## src/rtl/rtc_alarm_pkg.sv

```systemverilog
package rtc_alarm_pkg;
  localparam int BYTE_W     = 8;
  localparam int NUM_FIELDS = 6;

  typedef enum logic [2:0] {
    FLD_SEC   = 3'd0,
    FLD_MIN   = 3'd1,
    FLD_HOUR  = 3'd2,
    FLD_DATE  = 3'd3,
    FLD_MONTH = 3'd4,
    FLD_DOW   = 3'd5
  } field_e;

  // enable sits in bit 7 of an alarm byte
  function automatic logic field_enabled(input logic [BYTE_W-1:0] alarm_b);
    return alarm_b[BYTE_W-1];
  endfunction

  // a disabled field always agrees; an enabled one compares the 7 value bits
  function automatic logic field_agrees(input logic [BYTE_W-1:0] alarm_b,
                                        input logic [BYTE_W-1:0] time_b);
    return !alarm_b[BYTE_W-1] || (alarm_b[BYTE_W-2:0] == time_b[BYTE_W-2:0]);
  endfunction

  function automatic logic [BYTE_W-1:0] status_byte(input logic auto_clr,
                                                    input logic flag);
    return {auto_clr, {(BYTE_W-2){1'b0}}, flag};
  endfunction
endpackage

```

## src/rtl/rtc_alarm_regs.sv

```systemverilog
module rtc_alarm_regs
  import rtc_alarm_pkg::*;
#(
  parameter int                ADDR_W     = 5,
  parameter logic [ADDR_W-1:0] ALARM_BASE = 5'h0C
) (
  input  logic                                  clk,
  input  logic                                  rst_n,
  input  logic                                  wr_en,
  input  logic [ADDR_W-1:0]                     addr,
  input  logic [BYTE_W-1:0]                     wdata,
  output logic [NUM_FIELDS-1:0][BYTE_W-1:0]     alarm_q
);
  for (genvar g = 0; g < NUM_FIELDS; g++) begin : g_byte
    localparam logic [ADDR_W-1:0] MY_ADDR = ADDR_W'(int'(ALARM_BASE) + g);
    logic sel;
    assign sel = wr_en && (addr == MY_ADDR);
    always_ff @(posedge clk or negedge rst_n) begin
      if (!rst_n)   alarm_q[g] <= '0;
      else if (sel) alarm_q[g] <= wdata;
    end
  end
endmodule

```

## src/rtl/rtc_alarm_cmp.sv

```systemverilog
module rtc_alarm_cmp
  import rtc_alarm_pkg::*;
(
  input  logic [NUM_FIELDS-1:0][BYTE_W-1:0] alarm_q,
  input  logic [NUM_FIELDS-1:0][BYTE_W-1:0] time_q,
  output logic                              match_now,
  output logic                              any_enable
);
  logic [NUM_FIELDS-1:0] agree;
  logic [NUM_FIELDS-1:0] en;

  for (genvar g = 0; g < NUM_FIELDS; g++) begin : g_fld
    assign agree[g] = field_agrees(alarm_q[g], time_q[g]);
    assign en[g]    = field_enabled(alarm_q[g]);
  end

  assign any_enable = |en;
  assign match_now  = any_enable && (&agree);
endmodule

```

## src/rtl/rtc_alarm_flag.sv

```systemverilog
module rtc_alarm_flag (
  input  logic clk,
  input  logic rst_n,
  input  logic tick,
  input  logic match_now,
  input  logic clr_req,
  input  logic auto_wr,
  input  logic auto_wdata,
  output logic alarm_flag,
  output logic auto_clr,
  output logic match_event
);
  logic prev_match;

  assign match_event = tick && match_now && !prev_match;

  always_ff @(posedge clk or negedge rst_n) begin
    if (!rst_n)    prev_match <= 1'b0;
    else if (tick) prev_match <= match_now;
  end

  // set wins over any clear on the same edge
  always_ff @(posedge clk or negedge rst_n) begin
    if (!rst_n)           alarm_flag <= 1'b0;
    else if (match_event) alarm_flag <= 1'b1;
    else if (clr_req)     alarm_flag <= 1'b0;
  end

  always_ff @(posedge clk or negedge rst_n) begin
    if (!rst_n)       auto_clr <= 1'b0;
    else if (auto_wr) auto_clr <= auto_wdata;
  end
endmodule

```

## src/rtl/rtc_alarm_match.sv

```systemverilog
module rtc_alarm_match
  import rtc_alarm_pkg::*;
#(
  parameter int                ADDR_W      = 5,
  parameter logic [ADDR_W-1:0] STATUS_ADDR = 5'h0B,
  parameter logic [ADDR_W-1:0] ALARM_BASE  = 5'h0C
) (
  input  logic              clk,
  input  logic              rst_n,
  input  logic              sec_tick,
  input  logic [7:0]        tm_sec,
  input  logic [7:0]        tm_min,
  input  logic [7:0]        tm_hour,
  input  logic [7:0]        tm_date,
  input  logic [7:0]        tm_month,
  input  logic [7:0]        tm_dow,
  input  logic [ADDR_W-1:0] reg_addr,
  input  logic              reg_wr,
  input  logic              reg_rd,
  input  logic [7:0]        reg_wdata,
  output logic [7:0]        rd_data,
  output logic              alarm_flag
);
  logic [NUM_FIELDS-1:0][BYTE_W-1:0] alarm_q;
  logic [NUM_FIELDS-1:0][BYTE_W-1:0] time_q;
  logic match_now, any_enable, match_event, clr_req, auto_clr;
  logic stat_sel, stat_wr, stat_rd;

  // explicit field placement, independent of any time-register order
  always_comb begin
    time_q            = '0;
    time_q[FLD_SEC]   = tm_sec;
    time_q[FLD_MIN]   = tm_min;
    time_q[FLD_HOUR]  = tm_hour;
    time_q[FLD_DATE]  = tm_date;
    time_q[FLD_MONTH] = tm_month;
    time_q[FLD_DOW]   = tm_dow;
  end

  assign stat_sel = (reg_addr == STATUS_ADDR);
  assign stat_wr  = reg_wr && stat_sel;
  assign stat_rd  = reg_rd && stat_sel;
  assign clr_req  = (stat_wr && !reg_wdata[0]) || (stat_rd && auto_clr);

  rtc_alarm_regs #(.ADDR_W(ADDR_W), .ALARM_BASE(ALARM_BASE)) u_regs (
    .clk(clk), .rst_n(rst_n), .wr_en(reg_wr), .addr(reg_addr),
    .wdata(reg_wdata), .alarm_q(alarm_q)
  );

  rtc_alarm_cmp u_cmp (
    .alarm_q(alarm_q), .time_q(time_q),
    .match_now(match_now), .any_enable(any_enable)
  );

  rtc_alarm_flag u_flag (
    .clk(clk), .rst_n(rst_n), .tick(sec_tick), .match_now(match_now),
    .clr_req(clr_req), .auto_wr(stat_wr), .auto_wdata(reg_wdata[7]),
    .alarm_flag(alarm_flag), .auto_clr(auto_clr), .match_event(match_event)
  );

  always_comb begin
    rd_data = '0;
    if (stat_sel) rd_data = status_byte(auto_clr, alarm_flag);
    for (int i = 0; i < NUM_FIELDS; i++)
      if (reg_addr == ADDR_W'(int'(ALARM_BASE) + i)) rd_data = alarm_q[i];
  end
endmodule

```

## config.mk

```make
export PLATFORM = sky130hd
export DESIGN_NAME = rtc_alarm_match
export DESIGN_NICKNAME = d
export VERILOG_FILES = /design/src/rtl/rtc_alarm_pkg.sv /design/src/rtl/rtc_alarm_regs.sv /design/src/rtl/rtc_alarm_cmp.sv /design/src/rtl/rtc_alarm_flag.sv /design/src/rtl/rtc_alarm_match.sv
export SDC_FILE = /design/constraint.sdc
export NUM_CORES = 1
export LEC_CHECK = 0
export BUFFER_PORTS_ARGS = -buffer_cell sky130_fd_sc_hd__buf_2
export CAP_MARGIN = 0
export CORE_MARGIN = 10
export CORE_UTILIZATION = 55
export CTS_CLUSTER_DIAMETER = 50
export DETAILED_ROUTE_END_ITERATION = 8
export PLACE_DENSITY = 0.82
export SLEW_MARGIN = 25
export SYNTH_ARGS = -nofsm -noshare
export SYNTH_HDL_FRONTEND = slang
export SYNTH_SLANG_ARGS = --single-unit
```

## constraint.sdc

```tcl
create_clock -name clk -period 2.4 [get_ports clk]
set_input_delay 0.24 -clock clk [delete_from_list [all_inputs] [get_ports clk]]
set_output_delay 0.24 -clock clk [all_outputs]
set_load 0.01 [all_outputs]
```

## After elaboration in Yosys (flattened, before gate mapping)

Index checks and enable logic that the tools add are counted.

- Output and inout port bits: 9
- Register bits: 51
- Input port bits: 66
- Logic and storage cells: 62

- Muxes and demuxes: 9
- Equality and inequality tests: 13
- Reductions and logical operators: 31

Operator list:

| operator | number |
|---|---|
| 8-bit two-way mux | 7 |
| 7-bit == test | 6 |
| 5-bit by 4-bit == test with 1-bit output (second input constant) | 5 |
| 1-bit logical AND | 13 |
| 5-bit == test (second input constant) | 2 |
| 1-bit logical NOT | 8 |
| 1-bit logical OR | 7 |
| 6-bit AND reduction | 1 |
| 6-bit OR reduction | 1 |
| 1-bit two-way mux | 2 |
| 2-bit nonzero test | 1 |

## Depth between registers and ports, before layout

Gate-level depths: netlist (run 1).

- Depth in word-level cells: 8
- Gate-level depth with buffers: 7
- Mapped depth without buffers: 5

## Modules after synthesis

From an unflattened synthesis (run 1), not the netlist that was laid out.

- Cells, all modules: 259
- Area total of the unflattened synthesis: 3052.9 sq um

Modules (own cells, without submodules):

| module | instances | area an instance (sq um) | cells each |
|---|---|---|---|
| rtc_alarm_regs | 1 | 1861.8 | 107 |
| rtc_alarm_match | 1 | 543.0 | 82 |
| rtc_alarm_cmp | 1 | 531.8 | 60 |
| rtc_alarm_flag | 1 | 116.4 | 10 |

## Worst setup path before layout (run 1)

No wires, ideal clock.

- Kind: in2reg
- Start point: in reg_addr[3]
- End point: reg u_regs.alarm_q[0] in the netlist's numbering
- Path buffers: 2
- Stages on the path: 7
- Setup slack: 0.816 ns
- Arrival: 1.459 ns
- Path through: nor2b_4 -> and2_4 -> buf_6 -> nand2_4 -> or3_1 -> buf_6 -> mux2_4

- Longest elaborated chain between the ends: 2

RTL lines:

| item | line | RTL |
|---|---|---|
| from (decl) | rtc_alarm_match.sv:17 | `input logic [ADDR_W-1:0] reg_addr,` |
| 5-bit by 4-bit == test with 1-bit output | rtc_alarm_regs.sv:17 | `assign sel = wr_en && (addr == MY_ADDR);` |
| 1-bit logical AND | rtc_alarm_regs.sv:17 |  |
| to (signal, indexed assignment) | rtc_alarm_regs.sv:20 | `else if (sel) alarm_q[g] <= wdata;` |
| to (decl) | rtc_alarm_regs.sv:12 | `output logic [NUM_FIELDS-1:0][BYTE_W-1:0] alarm_q` |

No other way between the ends.
A chain may end at the register's enable or synchronous reset.

## Final worst setup path (run 1)

- Start point: reg u_regs.alarm_q[30] in the netlist's numbering
- End point: out rd_data[6]

- Longest elaborated chain between the ends: 3

RTL lines:

| item | line | RTL |
|---|---|---|
| 8-bit two-way mux (3 in series) | rtc_alarm_match.sv:65 | `if (reg_addr == ADDR_W'(int'(ALARM_BASE) + i)) rd_data = alarm_q[i];` |
| to (decl) | rtc_alarm_match.sv:21 | `output logic [7:0] rd_data,` |

No other way between the ends.

==> results.py, run 1 <==
metrics = {
    "setup_path": {
        "critical_path.startpoint_type": "flop",
        "endpoint_kind": "output port",
        "arrival_ps": 1710,
        "path_class": "reg2out",
        "required_worst_endpoint_ps": 2160,
        "crit_fanout": 3,
    },
    "final_layout": {
        "layout.core_utilization_pct": 66.5,
        "fillerInstances": 423,
        "multi_input_comb_area_mm2": 0.00157,
        "num-nets-final": 373,
        "antenna-diode-count": 0,
        "post_route_cells_drive_above_1_share_pct": 44.5,
        "register_cell_area_after_layout_mm2": 0.00128,
        "layoutNonFillerInstCount": 378,
        "flow.area_growth_from_synthesis_pct": 16.9,
    },
    "sta": {
        "setup_viol": 0,
        "final-max-slew-violation-count": 0,
        "rsz_0062_raised_after_global_routing": "no",
        "finalCritPeriodShare_pct": 81.3,
        "timing.max_slew.rel_slack_pct": 62.1,
        "final.setup.tns_ps": 0,
        "finalHoldWorstSlack_ps": 133,
        "timing.final.hold_violations": 0,
        "skew_final_ps": 6.44,
        "fmax_mhz": 512,
        "time_the_worst_path_needs_with_i_o_delays_and_setup_ps": 1950,
        "worst_pin_slew_ps": 568,
    },
    "yosys": {
        "synthesized_instance_count": 238,
        "synth_seq_cells": 51,
        "netlist_top_cells_area": "dfrtp_1 44%, mux2_2 16%, xnor2_1 7.2%",
        "synth.net_count": 304,
        "post_synth_design_cell_area_mm2": 0.00293,
        "synth_async_sr_flop_share_pct": 100,
        "yosysMostFrequentCell": "dfrtp_1",
        "synth_enable_flop_cells": 0,
        "ys.flop_type": "dfrtp_1",
        "synth_top_area_share_pct": 43.6,
        "avgSynthCellArea_um2": 12.3,
        "most_instantiated_cells_after_synthesis": "51 x dfrtp_1, 41 x mux2_2, 24 x xnor2_1, 18 x xor2_1, 11 x nand2_1",
        "synth.yosys.warnings": 0,
        "post-synth-top-area-cell": "dfrtp_1",
        "synthDistinctLibCells": 42,
        "synth_seq_area_share_pct": 43.6,
    },
    "clock_tree": {
        "cts_buffer_depth": 2,
        "cts_tree": "yes",
        "worst_setup_hold_path_clk_slew_ps": 90,
        "tritoncts.num_buffers": 5,
        "clock_sinks": 51,
        "clockRootBuffer": "clkbuf_8",
        "cts-htree-levels": 2,
        "worst_skew_pair.late_latency_ps": 300,
        "cts.repair_timing.setup_buffer_count": 0,
        "cts_repair_resize_count": 0,
    },
    "power_and_ir_drop": {
        "worst_ir_drop_vdd_uv": 451,
        "power.density_mw_per_mm2": 685,
        "p_int_mw": 1.64,
        "post-layout-total-power_mw": 2.34,
        "power.static_leakage_nw": 1.63,
        "power_switching_share_pct": 30.0,
        "power.share.clock_pct": 23.2,
        "power_switching_uw": 702,
        "power_frac_seq_pct": 51.4,
        "pwr-share-comb_pct": 25.4,
    },
    "floorplanning": {
        "die_area_mm2": 0.00864,
        "fp.coreArea_mm2": 0.00514,
        "floorplan.initialDensity_pct": 56.9,
        "io_pins": 75,
        "x_dimension_of_the_die_um": 92.9,
        "core.rowCount": 26,
        "die-height_um": 92.9,
    },
    "routing": {
        "via_count": 2219,
        "drc": 0,
        "wl_um": 7730,
        "drt_iter0_drc": 207,
        "drt_first_pass_iters": 4,
        "ant_nets": 0,
        "wl_per_cell_um": 20.5,
        "drt-vias-per-instance": 5.87,
    },
    "global_routing": {
        "grt_first_pass_wirelength_um": 12300,
        "grt_usage_pct": 18.0,
        "antenna_violations_before_repair": 0,
        "grt_pass1_vias": 2349,
        "pin_count_of_the_biggest_net_entering_global_routing": 22,
        "grt_remaining_overflow": 0,
    },
    "run": {
        "maxCapViolCount": 0,
    },
    "placed_design": {
        "port_buffers": 68,
        "place.gp.congestion": 0.863,
        "post-dp-hpwl_um": 6160,
        "numPlacedInstances": 369,
    },
    "outcome": {
        "run_status": "finished, final reports clean",
    },
    "worst_hold_path": {
        "min-delay-path-class": "in2reg",
    },
}
logic make-up after synthesis:
| logic type | count (synthesis) | synth area share, % |
|---|---|---|
| flops | 51 | 43.6 |
| xor+xnor | 42 | 12.6 |
| compound gates | 31 | 8.38 |
| mux | 56 | 23.6 |
| buf+inv | 14 | 2.65 |
| simple gates | 44 | 9.20 |
per-stage QoR:
step	setup WS, ps	cell area [µm²]
final	448	3420
after global routing	327	3420
after CTS	428	3420
after detailed placement	461	3310
after global placement	490	3310
after floorplan	816	2930
cell usage in the layout (no fill, tap or decap), types with 3 or more instances in the layout:
cell and count:
mux4_2 3, mux2_4 8, nand4_1 8, o41ai_1 6, nand3_1 3, o21ai_0 5, a222oi_1 7, clkbuf_8 7
dfrtp_1 51, nor2b_1 3, mux2i_1 4, xor2_1 18, buf_2 68, a21oi_1 4, nor2_1 5, inv_1 5
mux2_2 41, xnor2_1 24, nand2_1 11
final timing paths:
path | endpoint | startpoint | slack, ps | cells after the start
min in group asynchronous | u_regs.alarm_q[20]$_DFFE_PN0P_ | rst_n | 400 | 2
max in group asynchronous | u_regs.alarm_q[45]$_DFFE_PN0P_ | rst_n | 1360 | 3
min reg2reg | u_flag.alarm_flag$_DFFE_PN0P_ | u_flag.prev_match$_DFFE_PN0P_ | 470 | 1
max reg2reg | u_flag.alarm_flag$_DFFE_PN0P_ | u_regs.alarm_q[16]$_DFFE_PN0P_ | 540 | 5
max | rd_data[6] | u_regs.alarm_q[30]$_DFFE_PN0P_ | 450 | 4
min | u_flag.prev_match$_DFFE_PN0P_ | sec_tick | 130 | 2
routing by layer:
metal | track usage [%] | share of wire, % | vias up
li1 | - | - | 1017
met1 | 22.2 | 39 | 1100
met2 | 30.3 | 52 | 92
met3 | 3.95 | 7.3 | 10
met4 | 5.91 | 1.9 | 0
met5 | 0 | 0 | -
sequential cells by signal (all words and copies together) (netlist names):
| name | count |
|---|---|
| u_flag.alarm_flag | 1 |
| u_regs.alarm_q | 48 |
| u_flag.prev_match | 1 |
| u_flag.auto_clr | 1 |
critical path, stage by stage, from the launching register on:
cell,delay (ps)
dfrtp_1,420
mux4_2,490
a222oi_1,280
inv_1,70
buf_2,140
area by class of cell:
class	instances	area share, %
Timing Repair Buffer	71	10.7
Inverter	5	0.549
Tap cell	70	2.56
Multi-Input combinational cell	173	46.0
Sequential cell	51	37.3
Clock buffer	8	2.93
power groups by stage:
| stage | Clock [mW] | Sequential (mW) | Combinational (mW) |
|---|---|---|---|
| 2_1_floorplan | 0 | 1.17 | 0.420 |
| 3_3_place_gp | 0 | 1.21 | 0.573 |
| 3_5_place_dp | 0 | 1.22 | 0.596 |
| 4_1_cts | 0.551 | 1.20 | 0.601 |
| 5_1_grt | 0.586 | 1.23 | 0.649 |
| 6_report | 0.543 | 1.20 | 0.596 |
repair_timing:
item,CTS,global route
hold buffers,1,0
setup endpoints to repair,0,0
endpoints found under the hold margin,16,0
(Power assumes the default switching activity.)
==> run 2: changes to the inputs <==
ABC_AREA = 1   (was not set)
CORE_UTILIZATION = 49   (was 55)
PLACE_DENSITY = 0.76   (was 0.82)
clock period = 1.66 ns   (was 2.4 ns; I/O delays follow)
==> run 2 against run 1 <==
Hold slack got worse by 61 ps. Die area up 20%. Cell area rose by 11%. Clock power grew 33%. Critical path type unchanged. Largest cell class unchanged.
==> results.py, run 2 <==
metrics = {
    "global_routing": {
        "grt_util_met1_pct": 22.2,
        "pin_count_of_the_biggest_net_entering_global_routing": 52,
        "grt_first_pass_wirelength_um": 14100,
        "grt_usage_pct": 17.5,
        "grt_pass1_vias": 2901,
        "grt_remaining_overflow": 0,
        "grtUsageMet2_pct": 30.1,
        "gr-max-usage-layer": "met2",
        "grt.met3_usage_pct": 3.00,
        "antenna_violations_before_repair": 0,
    },
    "clock_tree": {
        "clockRootBuffer": "clkbuf_8",
        "cts-htree-levels": 2,
        "worst_setup_hold_path_clk_slew_ps": 90,
        "cts_buffer_depth": 2,
        "worst_skew_pair.late_latency_ps": 300,
        "tritoncts.num_buffers": 5,
        "clock_sinks": 51,
        "cts_tree": "yes",
    },
    "final_layout": {
        "register_cell_area_after_layout_mm2": 0.00128,
        "multi_input_comb_area_mm2": 0.00165,
        "post-route-cell-area_mm2": 0.00380,
        "layoutNonFillerInstCount": 608,
        "most_frequent_cells_in_the_layout": "182 x nand2_1, 68 x buf_2, 62 x inv_1",
        "largest_register_ff_count": 48,
        "post_route_cells_drive_above_1_share_pct": 27.7,
        "registers.top_by_ff_count": "u_regs.alarm_q",
        "layout.core_utilization_pct": 59.2,
        "antenna-diode-count": 0,
        "layout_commonest_cell": "nand2_1",
        "flow.area_growth_from_synthesis_pct": 16.5,
        "fillerInstances": 595,
        "num-nets-final": 597,
    },
    "yosys": {
        "post-synth-top-area-cell": "dfrtp_1",
        "synth.net_count": 521,
        "synth_seq_area_share_pct": 39.1,
        "synth_top_area_share_pct": 39.1,
        "synth_enable_flop_cells": 0,
        "post_synth_design_cell_area_mm2": 0.00326,
        "synthDistinctLibCells": 24,
        "avgSynthCellArea_um2": 7.17,
        "yosysMostFrequentCell": "nand2_1",
        "synth.yosys.warnings": 0,
        "synth_seq_cells": 51,
        "synthesized_instance_count": 455,
        "synth_async_sr_flop_share_pct": 100,
        "netlist_top_cells_area": "dfrtp_1 39%, nand2_1 21%, o21ai_2 9.9%",
        "most_instantiated_cells_after_synthesis": "182 x nand2_1, 64 x inv_1, 51 x dfrtp_1, 37 x o21ai_2, 28 x nor2_1",
        "ys.flop_type": "dfrtp_1",
    },
    "sta": {
        "skew_final_ps": 7.38,
        "setup_viol": 0,
        "finalCritPeriodShare_pct": 97.3,
        "final.setup.tns_ps": 0,
        "rsz_0062_raised_after_global_routing": "no",
        "timing.final.hold_violations": 0,
        "layout_setup_ws_ps": 44.5,
        "worst_pin_slew_ps": 471,
        "timing.max_slew.rel_slack_pct": 68.6,
        "final-max-slew-violation-count": 0,
        "fmax_mhz": 619,
        "time_the_worst_path_needs_with_i_o_delays_and_setup_ps": 1620,
        "finalHoldWorstSlack_ps": 72.5,
    },
    "floorplanning": {
        "die_area_mm2": 0.0103,
        "fp.coreArea_mm2": 0.00642,
        "floorplan.initialDensity_pct": 50.8,
        "x_dimension_of_the_die_um": 102,
        "die-height_um": 102,
        "core.rowCount": 29,
        "io_pins": 75,
    },
    "routing": {
        "drt_iter0_drc": 151,
        "wl_um": 8900,
        "ant_nets": 0,
        "via_count": 2986,
        "drc": 0,
        "drt_first_pass_iters": 4,
        "wl_per_cell_um": 14.6,
        "drt-vias-per-instance": 4.91,
    },
    "setup_path": {
        "cp_num_buf_inv": 2,
        "cpMostUsedCell": "a21oi_1",
        "crit_fanout": 3,
        "r2r-end": "u_flag.alarm_flag$_DFFE_PN0P_",
        "required_worst_endpoint_ps": 1490,
        "crit_path_max_delay_cell_type": "dfrtp_1",
        "path_class": "reg2out",
        "reg2reg_depth": 11,
        "endpoint_kind": "output port",
        "worstReg2RegStart": "u_regs.alarm_q[11]$_DFFE_PN0P_",
        "critical_path.startpoint_type": "flop",
        "r2r_slack_ps": 220,
        "critical-path-top-delay-family": "flip-flops",
        "timing.critical_path.depth": 7,
        "arrival_ps": 1450,
        "slowest_delay_ps": 400,
        "crit_chain": "inv_1 > nor2_1 > a21oi_1 > o21ai_1 > a21oi_1 > nand3_1 > buf_2",
        "crit_start": "u_regs.alarm_q[1]$_DFFE_PN0P_",
        "worstSetupEndpoint": "rd_data[1]",
    },
    "placed_design": {
        "port_buffers": 68,
        "numPlacedInstances": 595,
        "post-dp-hpwl_um": 7020,
        "place_worst_setup_slack_ps": 211,
        "place.gp.congestion": 0.938,
        "placement.cell_area_mm2": 0.00365,
    },
    "power_and_ir_drop": {
        "power.static_leakage_nw": 2.11,
        "worst_ir_drop_vdd_uv": 495,
        "post-layout-total-power_mw": 3.39,
        "power.density_mw_per_mm2": 891,
    },
    "worst_hold_path": {
        "min-delay-path-class": "in2reg",
    },
    "outcome": {
        "run_status": "finished, final reports clean",
    },
    "run": {
        "maxCapViolCount": 0,
    },
}
run 2: changes by cell type in the layout (fill, tap and decap cells not counted), moves of 6 or more:
cell,change
nand2_1,+171
inv_1,+57
mux2_2,-41
o21ai_2,+37
nor2_1,+22
o21ai_1,+15
xnor2_1,-14
xor2_1,-13
inv_2,+10
mux2_4,-8
a222oi_1,-7
nand3_1,+6
nand4_1,-6
o41ai_1,-6
run 2: timing repair:
item | in CTS | in global routing
setup buffers | 1 | 4
resized for setup | 1 | 8
hold endpoints to repair | 51 | 0
pin swaps | 0 | 1
hold buffers | 1 | 0
gates cloned | 0 | 0
endpoints found under the setup margin | 2 | 3
run 2: kinds of logic after synthesis:
logic type	count (synthesis)	synth area share (%)
simple gates	234	29.8
buf+inv	80	10.7
compound gates	75	16.4
flops	51	39.1
xor+xnor	15	4.02
run 2: where the power goes:
group	total (mW)	internal [mW]	switching [mW]
registers	1.73	1.48	0.255
clock network	0.724	0.328	0.396
logic	0.933	0.417	0.517
run 2: layout make-up:
type | instances | area share (%)
multi-input combinational | 324 | 43.5
sequential | 51 | 33.6
timing repair buffer | 75 | 10.7
inverter | 74 | 7.37
tap | 77 | 2.53
clock buffer | 6 | 2.17
clock inverter | 1 | 0.132
run 2: worst min-delay path by stage:
stage | from | endpoint | cells after the start
after floorplan | rst_n | u_flag.alarm_flag$_DFFE_PN0P_ | 0
after global placement | rst_n | u_regs.alarm_q[5]$_DFFE_PN0P_ | 2
after detailed placement | rst_n | u_regs.alarm_q[5]$_DFFE_PN0P_ | 2
after CTS | sec_tick | u_flag.prev_match$_DFFE_PN0P_ | 2
after global routing | sec_tick | u_flag.prev_match$_DFFE_PN0P_ | 2
final | sec_tick | u_flag.prev_match$_DFFE_PN0P_ | 2
run 2: per-layer routing:
metal	wire [µm]	part of all wire, %	vias to the layer above
li1	-	-	1563
met4	90	1.0	0
met1	3900	44	1346
met5	0	0	-
met3	476	5.3	6
met2	4430	50	71
